$ cat src/rtl/txq_pkg.sv
package txq_pkg;
  typedef enum logic [3:0] {
    FLD_MODE  = 4'd0,
    FLD_VALID = 4'd1,
    FLD_TXREQ = 4'd2,
    FLD_TOKEN = 4'd3,
    FLD_CUR   = 4'd4,
    FLD_LOW   = 4'd5,
    FLD_HIGH  = 4'd6,
    FLD_SEL   = 4'd7,
    FLD_OVIE  = 4'd8
  } fld_e;

  localparam logic [3:0] MODE_HEAD   = 4'b0010;
  localparam logic [3:0] MODE_MEMBER = 4'b0011;
endpackage

$ cat src/rtl/txq_slot_bank.sv
module txq_slot_bank
  import txq_pkg::*;
#(
  parameter int NUM_SLOTS = 16,
  parameter int IDX_W     = 4,
  parameter int DATA_W    = 4
) (
  input  logic                            clk,
  input  logic                            rst_n,
  input  logic                            cfg_we,
  input  logic [IDX_W-1:0]                cfg_slot,
  input  logic [3:0]                      cfg_field,
  input  logic [DATA_W-1:0]               cfg_data,
  input  logic                            tx_done,
  input  logic [IDX_W-1:0]                tx_done_slot,
  input  logic                            adv_fire,
  input  logic [IDX_W-1:0]                adv_base,
  input  logic [IDX_W-1:0]                adv_member,
  input  logic [IDX_W-1:0]                adv_next,
  output logic [NUM_SLOTS-1:0][3:0]       mode_q,
  output logic [NUM_SLOTS-1:0]            valid_q,
  output logic [NUM_SLOTS-1:0]            txreq_q,
  output logic [NUM_SLOTS-1:0]            token_q,
  output logic [NUM_SLOTS-1:0][IDX_W-1:0] cur_q,
  output logic [NUM_SLOTS-1:0][IDX_W-1:0] low_q,
  output logic [NUM_SLOTS-1:0][IDX_W-1:0] high_q,
  output logic [NUM_SLOTS-1:0][IDX_W-1:0] sel_q,
  output logic [NUM_SLOTS-1:0]            ovie_q
);
  for (genvar i = 0; i < NUM_SLOTS; i++) begin : g_slot
    logic             wr_hit, done_hit, tok_drop, tok_take, ptr_load;
    logic [3:0]       mode_r;
    logic             valid_r, txreq_r, token_r, ovie_r;
    logic [IDX_W-1:0] cur_r, low_r, high_r, sel_r;

    assign wr_hit   = cfg_we && (cfg_slot == IDX_W'(i));
    assign done_hit = tx_done && (tx_done_slot == IDX_W'(i));
    assign tok_drop = adv_fire && (adv_member == IDX_W'(i));
    assign tok_take = adv_fire && (adv_next == IDX_W'(i));
    assign ptr_load = adv_fire && (adv_base == IDX_W'(i));

    always_ff @(posedge clk or negedge rst_n) begin
      if (!rst_n) begin
        mode_r  <= '0;
        valid_r <= 1'b0;
        txreq_r <= 1'b0;
        token_r <= 1'b0;
        ovie_r  <= 1'b0;
        cur_r   <= '0;
        low_r   <= '0;
        high_r  <= '0;
        sel_r   <= '0;
      end else begin
        if (wr_hit) begin
          case (fld_e'(cfg_field))
            FLD_MODE:  mode_r  <= cfg_data[3:0];
            FLD_VALID: valid_r <= cfg_data[0];
            FLD_TXREQ: txreq_r <= cfg_data[0];
            FLD_TOKEN: token_r <= cfg_data[0];
            FLD_CUR:   cur_r   <= cfg_data[IDX_W-1:0];
            FLD_LOW:   low_r   <= cfg_data[IDX_W-1:0];
            FLD_HIGH:  high_r  <= cfg_data[IDX_W-1:0];
            FLD_SEL:   sel_r   <= cfg_data[IDX_W-1:0];
            FLD_OVIE:  ovie_r  <= cfg_data[0];
            default:   ;
          endcase
        end
        // hardware events override a same-cycle write of the same field
        if (done_hit) txreq_r <= 1'b0;
        if (tok_drop) token_r <= 1'b0;
        if (tok_take) token_r <= 1'b1;
        if (ptr_load) cur_r   <= adv_next;
      end
    end

    assign mode_q[i]  = mode_r;
    assign valid_q[i] = valid_r;
    assign txreq_q[i] = txreq_r;
    assign token_q[i] = token_r;
    assign ovie_q[i]  = ovie_r;
    assign cur_q[i]   = cur_r;
    assign low_q[i]   = low_r;
    assign high_q[i]  = high_r;
    assign sel_q[i]   = sel_r;
  end
endmodule

$ cat src/rtl/txq_advance.sv
module txq_advance
  import txq_pkg::*;
#(
  parameter int NUM_SLOTS = 16,
  parameter int IDX_W     = 4
) (
  input  logic                            tx_done,
  input  logic [IDX_W-1:0]                tx_done_slot,
  input  logic [NUM_SLOTS-1:0][3:0]       mode_q,
  input  logic [NUM_SLOTS-1:0][IDX_W-1:0] cur_q,
  input  logic [NUM_SLOTS-1:0][IDX_W-1:0] low_q,
  input  logic [NUM_SLOTS-1:0][IDX_W-1:0] high_q,
  input  logic [NUM_SLOTS-1:0][IDX_W-1:0] sel_q,
  input  logic [NUM_SLOTS-1:0]            ovie_q,
  output logic                            adv_fire,
  output logic [IDX_W-1:0]                adv_base,
  output logic [IDX_W-1:0]                adv_member,
  output logic [IDX_W-1:0]                adv_next,
  output logic                            adv_ovf
);
  // successor inside the member run, wrapping at the high bound
  function automatic logic [IDX_W-1:0] step_member(
    input logic [IDX_W-1:0] idx,
    input logic [IDX_W-1:0] lo,
    input logic [IDX_W-1:0] hi
  );
    if (idx == hi) return lo;
    return idx + IDX_W'(1);
  endfunction

  logic is_member, head_ok, is_current;

  always_comb begin
    adv_member = tx_done_slot;
    adv_base   = cur_q[tx_done_slot];
    is_member  = (mode_q[tx_done_slot] == MODE_MEMBER);
    head_ok    = (mode_q[adv_base] == MODE_HEAD);
    is_current = (cur_q[adv_base] == tx_done_slot);
    adv_fire   = tx_done && is_member && head_ok && is_current;
    adv_next   = step_member(tx_done_slot, low_q[adv_base], high_q[adv_base]);
    adv_ovf    = ovie_q[adv_base] && (adv_next == sel_q[adv_base]);
  end
endmodule

$ cat src/rtl/txq_pick.sv
module txq_pick #(
  parameter int NUM_SLOTS = 16,
  parameter int IDX_W     = 4
) (
  input  logic                 clk,
  input  logic                 rst_n,
  input  logic [NUM_SLOTS-1:0] valid_q,
  input  logic [NUM_SLOTS-1:0] txreq_q,
  input  logic [NUM_SLOTS-1:0] token_q,
  output logic                 win_valid,
  output logic [IDX_W-1:0]     win_slot
);
  // {found, index} of the lowest set bit
  function automatic logic [IDX_W:0] first_set(input logic [NUM_SLOTS-1:0] v);
    logic [IDX_W:0] r;
    r = '0;
    for (int k = NUM_SLOTS - 1; k >= 0; k--) begin
      if (v[k]) r = {1'b1, IDX_W'(k)};
    end
    return r;
  endfunction

  logic [NUM_SLOTS-1:0] eligible;
  logic [IDX_W:0]       pick;

  assign eligible = valid_q & txreq_q & token_q;
  assign pick     = first_set(eligible);

  always_ff @(posedge clk or negedge rst_n) begin
    if (!rst_n) begin
      win_valid <= 1'b0;
      win_slot  <= '0;
    end else begin
      win_valid <= pick[IDX_W];
      win_slot  <= pick[IDX_W-1:0];
    end
  end
endmodule

$ cat src/rtl/txq_token_seq.sv
module txq_token_seq #(
  parameter int NUM_SLOTS = 16,
  parameter int IDX_W     = (NUM_SLOTS > 1) ? $clog2(NUM_SLOTS) : 1,
  parameter int DATA_W    = (IDX_W > 4) ? IDX_W : 4
) (
  input  logic              clk,
  input  logic              rst_n,
  input  logic              cfg_we,
  input  logic [IDX_W-1:0]  cfg_slot,
  input  logic [3:0]        cfg_field,
  input  logic [DATA_W-1:0] cfg_data,
  input  logic              tx_done,
  input  logic [IDX_W-1:0]  tx_done_slot,
  output logic              win_valid,
  output logic [IDX_W-1:0]  win_slot,
  output logic              tx_irq,
  output logic [IDX_W-1:0]  tx_irq_slot,
  output logic              ovf_irq,
  output logic [IDX_W-1:0]  ovf_base
);
  logic [NUM_SLOTS-1:0][3:0]       mode_q;
  logic [NUM_SLOTS-1:0]            valid_q, txreq_q, token_q, ovie_q;
  logic [NUM_SLOTS-1:0][IDX_W-1:0] cur_q, low_q, high_q, sel_q;

  // named internal events
  logic             adv_fire, adv_ovf;
  logic [IDX_W-1:0] adv_base, adv_member, adv_next;

  txq_slot_bank #(.NUM_SLOTS(NUM_SLOTS), .IDX_W(IDX_W), .DATA_W(DATA_W)) u_bank (
    .clk(clk), .rst_n(rst_n),
    .cfg_we(cfg_we), .cfg_slot(cfg_slot), .cfg_field(cfg_field), .cfg_data(cfg_data),
    .tx_done(tx_done), .tx_done_slot(tx_done_slot),
    .adv_fire(adv_fire), .adv_base(adv_base), .adv_member(adv_member), .adv_next(adv_next),
    .mode_q(mode_q), .valid_q(valid_q), .txreq_q(txreq_q), .token_q(token_q),
    .cur_q(cur_q), .low_q(low_q), .high_q(high_q), .sel_q(sel_q), .ovie_q(ovie_q)
  );

  txq_advance #(.NUM_SLOTS(NUM_SLOTS), .IDX_W(IDX_W)) u_adv (
    .tx_done(tx_done), .tx_done_slot(tx_done_slot),
    .mode_q(mode_q), .cur_q(cur_q), .low_q(low_q), .high_q(high_q),
    .sel_q(sel_q), .ovie_q(ovie_q),
    .adv_fire(adv_fire), .adv_base(adv_base), .adv_member(adv_member),
    .adv_next(adv_next), .adv_ovf(adv_ovf)
  );

  txq_pick #(.NUM_SLOTS(NUM_SLOTS), .IDX_W(IDX_W)) u_pick (
    .clk(clk), .rst_n(rst_n),
    .valid_q(valid_q), .txreq_q(txreq_q), .token_q(token_q),
    .win_valid(win_valid), .win_slot(win_slot)
  );

  // interrupt pulses, registered on the same edge as the pointer update
  always_ff @(posedge clk or negedge rst_n) begin
    if (!rst_n) begin
      tx_irq      <= 1'b0;
      tx_irq_slot <= '0;
      ovf_irq     <= 1'b0;
      ovf_base    <= '0;
    end else begin
      tx_irq      <= tx_done;
      tx_irq_slot <= tx_done_slot;
      ovf_irq     <= adv_fire && adv_ovf;
      ovf_base    <= adv_base;
    end
  end
endmodule

$ cat config.mk
export PLATFORM = sky130hd
export DESIGN_NAME = txq_token_seq
export DESIGN_NICKNAME = d
export VERILOG_FILES = /design/src/rtl/txq_pkg.sv /design/src/rtl/txq_slot_bank.sv /design/src/rtl/txq_advance.sv /design/src/rtl/txq_pick.sv /design/src/rtl/txq_token_seq.sv
export SDC_FILE = /design/constraint.sdc
export NUM_CORES = 1
export LEC_CHECK = 0
export BUFFER_PORTS_ARGS = -buffer_cell sky130_fd_sc_hd__buf_4
export CAP_MARGIN = 20
export CORE_UTILIZATION = 57
export DETAILED_ROUTE_END_ITERATION = 7
export GPL_ROUTABILITY_DRIVEN = 0
export HOLD_SLACK_MARGIN = 0.02
export PLACE_DENSITY = 0.73
export SYNTH_ARGS = -nofsm -noshare
export SYNTH_HDL_FRONTEND = slang
export SYNTH_SLANG_ARGS = --single-unit
$ cat constraint.sdc
create_clock -name clk -period 4.47 [get_ports clk]
set_input_delay 0.894 -clock clk [delete_from_list [all_inputs] [get_ports clk]]
set_output_delay 0.894 -clock clk [all_outputs]
set_load 0.01 [all_outputs]
# After elaboration in Yosys (flattened, before gate mapping)
# Index checks and enable logic that the tools add are counted.
[word_totals] regBits=399 inputBits=20 out_inout_bits=15 wordCells=708
[op_classes] n_addsub=1 magnitude_cmp=2 eq_ne=73 muxes=150 n_bitwise=2 reduce_logical=330
[op_table] op="2-bit AND reduction" n=144
[op_table] op="4-bit two-way mux" n=42
[op_table] op="4-bit equality test, second input constant" n=33
[op_table] op="2-bit nonzero test" n=64
[op_table] op="4-bit binary-select mux with 4-bit select" n=7
[op_table] op="3-bit nonzero test" n=32
[op_table] op="1-bit logical AND" n=85
[op_table] op="1-bit two-way mux" n=84
[op_table] op="4-bit by 3-bit equality test with 1-bit output, second input constant" n=20
[op_table] op="5-bit two-way mux" n=16
[op_table] op="4-bit by 2-bit equality test with 1-bit output, second input constant" n=12
[op_table] op="16-bit AND" n=2
[op_table] op="4-bit by 1-bit equality test with 1-bit output, second input constant" n=5
[op_table] op="4-bit zero test" n=5
[op_table] op="4-bit equality test" n=3
[op_table] op="4-bit by 5-bit less-than comparator with 1-bit output, second input constant" n=2
[op_table] op="4-bit by 1-bit adder with 4-bit output, second input constant" n=1
[op_table] op="1-bit binary-select mux with 4-bit select" n=1

# Logic depth before layout (Yosys ltp)
[logic_depth] depth_word=18 depth_mapped=16

# By module
# A second synthesis with hierarchy kept.
[unflattened] cells_unflattened=2036 area_unflattened_um2=21230.4
[by_module_without_submodules] module="txq_slot_bank" n_inst=1 cells_per_inst=1332 area_each_um2=16791.1
[by_module_without_submodules] module="txq_advance" n_inst=1 cells_per_inst=638 area_each_um2=3759.9
[by_module_without_submodules] module="txq_pick" n_inst=1 cells_per_inst=55 area_each_um2=422.9
[by_module_without_submodules] module="txq_token_seq" n_inst=1 cells_per_inst=11 area_each_um2=256.5

# Worst setup path before layout
# Ideal clock, no wire load.
[synth_timing] path_kind="input-to-reg" from="input tx_done_slot[0]" to="register ovf_irq" arrival_time_ns=4.083 slack_ns=0.291 stages=13 cell_sequence="buf_6 > mux4_2 > mux4_2 > inv_1 > mux4_2 > mux2i_1 > mux2i_1 > xnor2_1 > o21ai_1 > nor4_4 > buf_2 > nand4b_1 > nor4_2"
[synth_via] elab_chain_cells=10 word_cells_on_any_way=30 cone_classes="add/sub (1); eq/ne (5); mux (19); reduce/logical (5)"
[synth_rtl] element="start, declared" line_no="txq_token_seq.sv:13" rtl="input logic [IDX_W-1:0] tx_done_slot,"
[synth_rtl] element="4-bit binary-select mux with 4-bit select" line_no="txq_advance.sv:35" rtl="adv_base = cur_q[tx_done_slot];"
[synth_rtl] element="4-bit two-way mux (implied by the code)" line_no="txq_advance.sv:35"
[synth_rtl] element="4-bit binary-select mux with 4-bit select" line_no="txq_advance.sv:40" rtl="adv_next = step_member(tx_done_slot, low_q[adv_base], high_q[adv_base]);"
[synth_rtl] element="4-bit two-way mux (implied by the code)" line_no="txq_advance.sv:40"
[synth_rtl] element="4-bit equality test" line_no="txq_advance.sv:27" rtl="if (idx == hi) return lo;"
[synth_rtl] element="1-bit two-way mux" line_no="txq_advance.sv:27"
[synth_rtl] element="4-bit two-way mux" line_no="txq_advance.sv:28" rtl="return idx + IDX_W'(1);"
[synth_rtl] element="4-bit equality test" line_no="txq_advance.sv:41" rtl="adv_ovf = ovie_q[adv_base] && (adv_next == sel_q[adv_base]);"
[synth_rtl] element="1-bit logical AND" line_no="txq_advance.sv:41"
[synth_rtl] element="1-bit logical AND *" line_no="txq_token_seq.sv:62" rtl="ovf_irq <= adv_fire && adv_ovf;"
[synth_rtl] element="end signal, assigned" line_no="txq_token_seq.sv:62"
[synth_rtl] element="end, declared" line_no="txq_token_seq.sv:18" rtl="output logic ovf_irq,"
# Mark *: on every way between the ends. The rest lies on a longest branch, timed or not. The select of a mux whose other input is x is not followed.
# A chain may end at the register's enable or synchronous reset.

# Worst setup path in the final report
# Ends and elaborated chain as after synthesis.

==> out/results.md <==
- 100% — Async SR Flop Fraction
- 34.5% — fraction of layout instances using a drive strength above 1
- 25.0 µm — average wire per standard cell
- 48.6% — sequential cell area fraction in the yosys report
- buf_4 > mux4_2 > mux4_4 > buf_12 > buf_12 > mux4_2 > mux2_2 > nand2_1 > o21ai_0 > and2_1 > o21ai_0 > nand4b_1 > nor4_2 — cells traversed along the worst timing path
- 1626 — post-synthesis instance total
- primary input — crit path launch type
- 0 — Resized Gates After CTS
- mux4_4 — critical-path cell with the highest stage delay
- 13900 — number of vias in the routed layout
- 0 — # Max-Cap Violations
- 85200 µm — wire length of the first global-routing pass
- 4610 ps — data arrival at the endpoint of the critical path
- 12.4% — area delta synth->final
- 48.6% — area share of the largest cell type after synthesis
- 107 — maximum number of pins on one net before global-route repair
- 0.0111 µW — Static Leakage
- 12.2 ps — Layout Skew
- 1160 ps — Worst Max-Slew Pin Slew
- 4190 ps — shortest period the worst path allows
- 0 — setup repair bufs after CTS
- 0 — Congestion Overflow GR
- 3 — buffering stage count on the worst path with inverters included
- 0 — antenna-violating nets left
- 640 ps — largest stage delay on the critical path
- 8400 µW — total power
- no — RSZ-0062 raised after global routing
- 61 — distinct cell type count of the synthesized netlist
- 35600 µm — DPL Wire Length
- multiplexers — Largest delay share family, worst path
- 36800 µm² — Die Area
- 60 ps — clock transition at the registers of the reported paths
- 399 — CTS sink count
- 12 — R2R cell count
- clkbuf_16 — root buf cell
- 42 — clock buffers created by TritonCTS
- 2 — maximum level of the CTS H-tree
- in -> reg — worst setup path category
- 12.6 µm² — Mean Syn Cell Area
- 21 — Worst Path Max Fanout
- 14500 — vias in the first global route
- 0.332 mV — IR Drop Worst-Case VDD
- 0.238 GHz — FMAX
- dfrtp_1 (49%), mux2_2 (17%), mux2i_1 (12%), mux4_2 (6.4%), nor2_1 (2.2%) — biggest area contributors in the synthesized netlist
- 6 — detailed-router iteration count before antenna repair
- 0 — hold-fix buffer count after cts
- 21700 µm² — Post-Place Cell Area
- 69 — Cell Rows
- dfrtp_1 — flip-flop cell with the highest count after synthesis
- 4890 ps — CP Data Required Time
- 192 µm — Vert. Die Dim
- 2105 — number of placed instances with taps included
- done — clock tree from TritonCTS
- 13 — critical path depth
- 0 — number of inserted diodes
- 192 µm — horizontal extent of the die
- 0 — count of unresolved DRC violations after routing
- 20600 µm² — Mapped Area
- 93.8% — period utilization
- 35 — number of I/O pins
- dfrtp_1 — leading area contributor after synthesis
- complete, no violations — result of the run
- dfrtp_1 — most frequent cell after synthesis
- 1712 — number of nets in the layout
- 30.8% — gr usage total
- 339 ps — Worst Hold Margin
- 0 — number of hold-slack violations in the final timing report
- dfrtp_1 (399), mux2_2 (304), mux2i_1 (251) — top cells by count, synth
- 34 — number of buffers inserted by port buffering
- 23100 µm² — Non-Filler Cell Area, Final
- 54400 µm — wire length after detailed routing
- 21.8% — Max-slew headroom
- 0 — Final setup violation count
- 6.38 — per-cell via count in the routed design
- in -> async — class of the tightest hold or removal check
- 35600 µm² — Core Box Area
- 550 ps — clk_lat worst skew
- 57.8% — starting density of the core
- 399 — #FFs+latches synth
- 1650 — Synthesized Nets
- 0 — number of enable flip-flop cells after synthesis
- 0 — number of synthesis warnings
- flip-flop — kind of end point of the critical path
- 2179 — Finished Layout Cells
- 65.0% — core occupancy in the finished layout
- 0 — initial antenna violation count
- 1241 — number of violations reported at the end of detailed-routing iteration 0
- 3 — clock tree buffer depth
- 363 nW/µm² — total power divided by cell area
- 0 — Slew Limit Fails
area by class of cell:
class,count,area (µm²)
inverters,7,26.3
well taps,461,577
flip-flops and latches,399,9980
clock inverters,12,163
multi-input cells,1112,10100
repair buffers,126,1040
clock buffers,62,1260
fillers,2700,12400
sequential cells by signal, summed over array words and instances, names as in the netlist, 16 cells and up:
name,cells
u_bank.g_slot.cur_r,64
u_bank.g_slot.high_r,64
u_bank.g_slot.low_r,64
u_bank.g_slot.mode_r,64
u_bank.g_slot.ovie_r,16
u_bank.g_slot.sel_r,64
u_bank.g_slot.token_r,16
u_bank.g_slot.txreq_r,16
u_bank.g_slot.valid_r,16
layer usage:
metal	global-route usage, %	wire [µm]	share of wire [%]
met5	0	0	0
met1	41.4	23000	42
met2	50.0	25700	47
met4	11.6	2080	3.8
met3	5.24	3550	6.5
report_power, final:
| part | switching, µW | total (µW) | internal, µW |
|---|---|---|---|
| combinational | 532 | 932 | 400 |
| clock | 1450 | 3580 | 2120 |
| sequential | 110 | 3890 | 3780 |
layout by cell type (no fill, tap or decap), drive strengths merged, types with 5 or more instances in the layout:
cell	n
nor4	5
nand4b	8
a31oi	18
mux4	58
nor2b	8
mux2i	252
a21oi	9
nor2	122
inv	7
o211ai	6
clkbuf	62
nand2	96
nand3	44
and3	24
a22oi	16
and2	7
o21ai	32
buf	126
nand2b	8
dfrtp	399
nor3	18
nand3b	8
o22ai	16
clkinv	7
xnor2	10
mux2	304
worst paths after layout:
check	start	to	slack, ps
max in group asynchronous	rst_n	u_bank.g_slot[15].low_r[3]$_DFFE_PN0P_	3090
setup reg to reg	u_bank.g_slot[7].cur_r[0]$_DFFE_PN0P_	ovf_irq$_DFF_PN0_	370
hold reg to reg	u_bank.g_slot[10].low_r[2]$_DFFE_PN0P_	u_bank.g_slot[10].low_r[2]$_DFFE_PN0P_	500
setup / recovery	tx_done_slot[0]	ovf_irq$_DFF_PN0_	280
hold / removal	rst_n	u_pick.win_slot[2]$_DFF_PN0_	340
min in group clk	u_bank.g_slot[10].low_r[2]$_DFFE_PN0P_	u_bank.g_slot[10].low_r[2]$_DFFE_PN0P_	500
metrics by stage:
stage	setup WS, ps	TNS [ps]
floorplan	291	0
global placement	-215	-798
detailed placement	-250	-3680
CTS	312	0
global route	151	0
finish	275	0
kinds of logic (layout without fill, tap and decap cells):
family | after synthesis | after routing | share of synthesized area (%)
xor gates and xnor gates | 12 | 12 | 0.511
DFF | 399 | 399 | 48.6
muxes | 614 | 614 | 35.3
adders and majority gates | 4 | 4 | 0.243
AOI/OAI and AO/OA | 115 | 115 | 3.67
buffers and inverters | 115 | 207 | 2.71
and+or+nand+nor | 367 | 367 | 9.04
(Power assumes the default switching activity.)
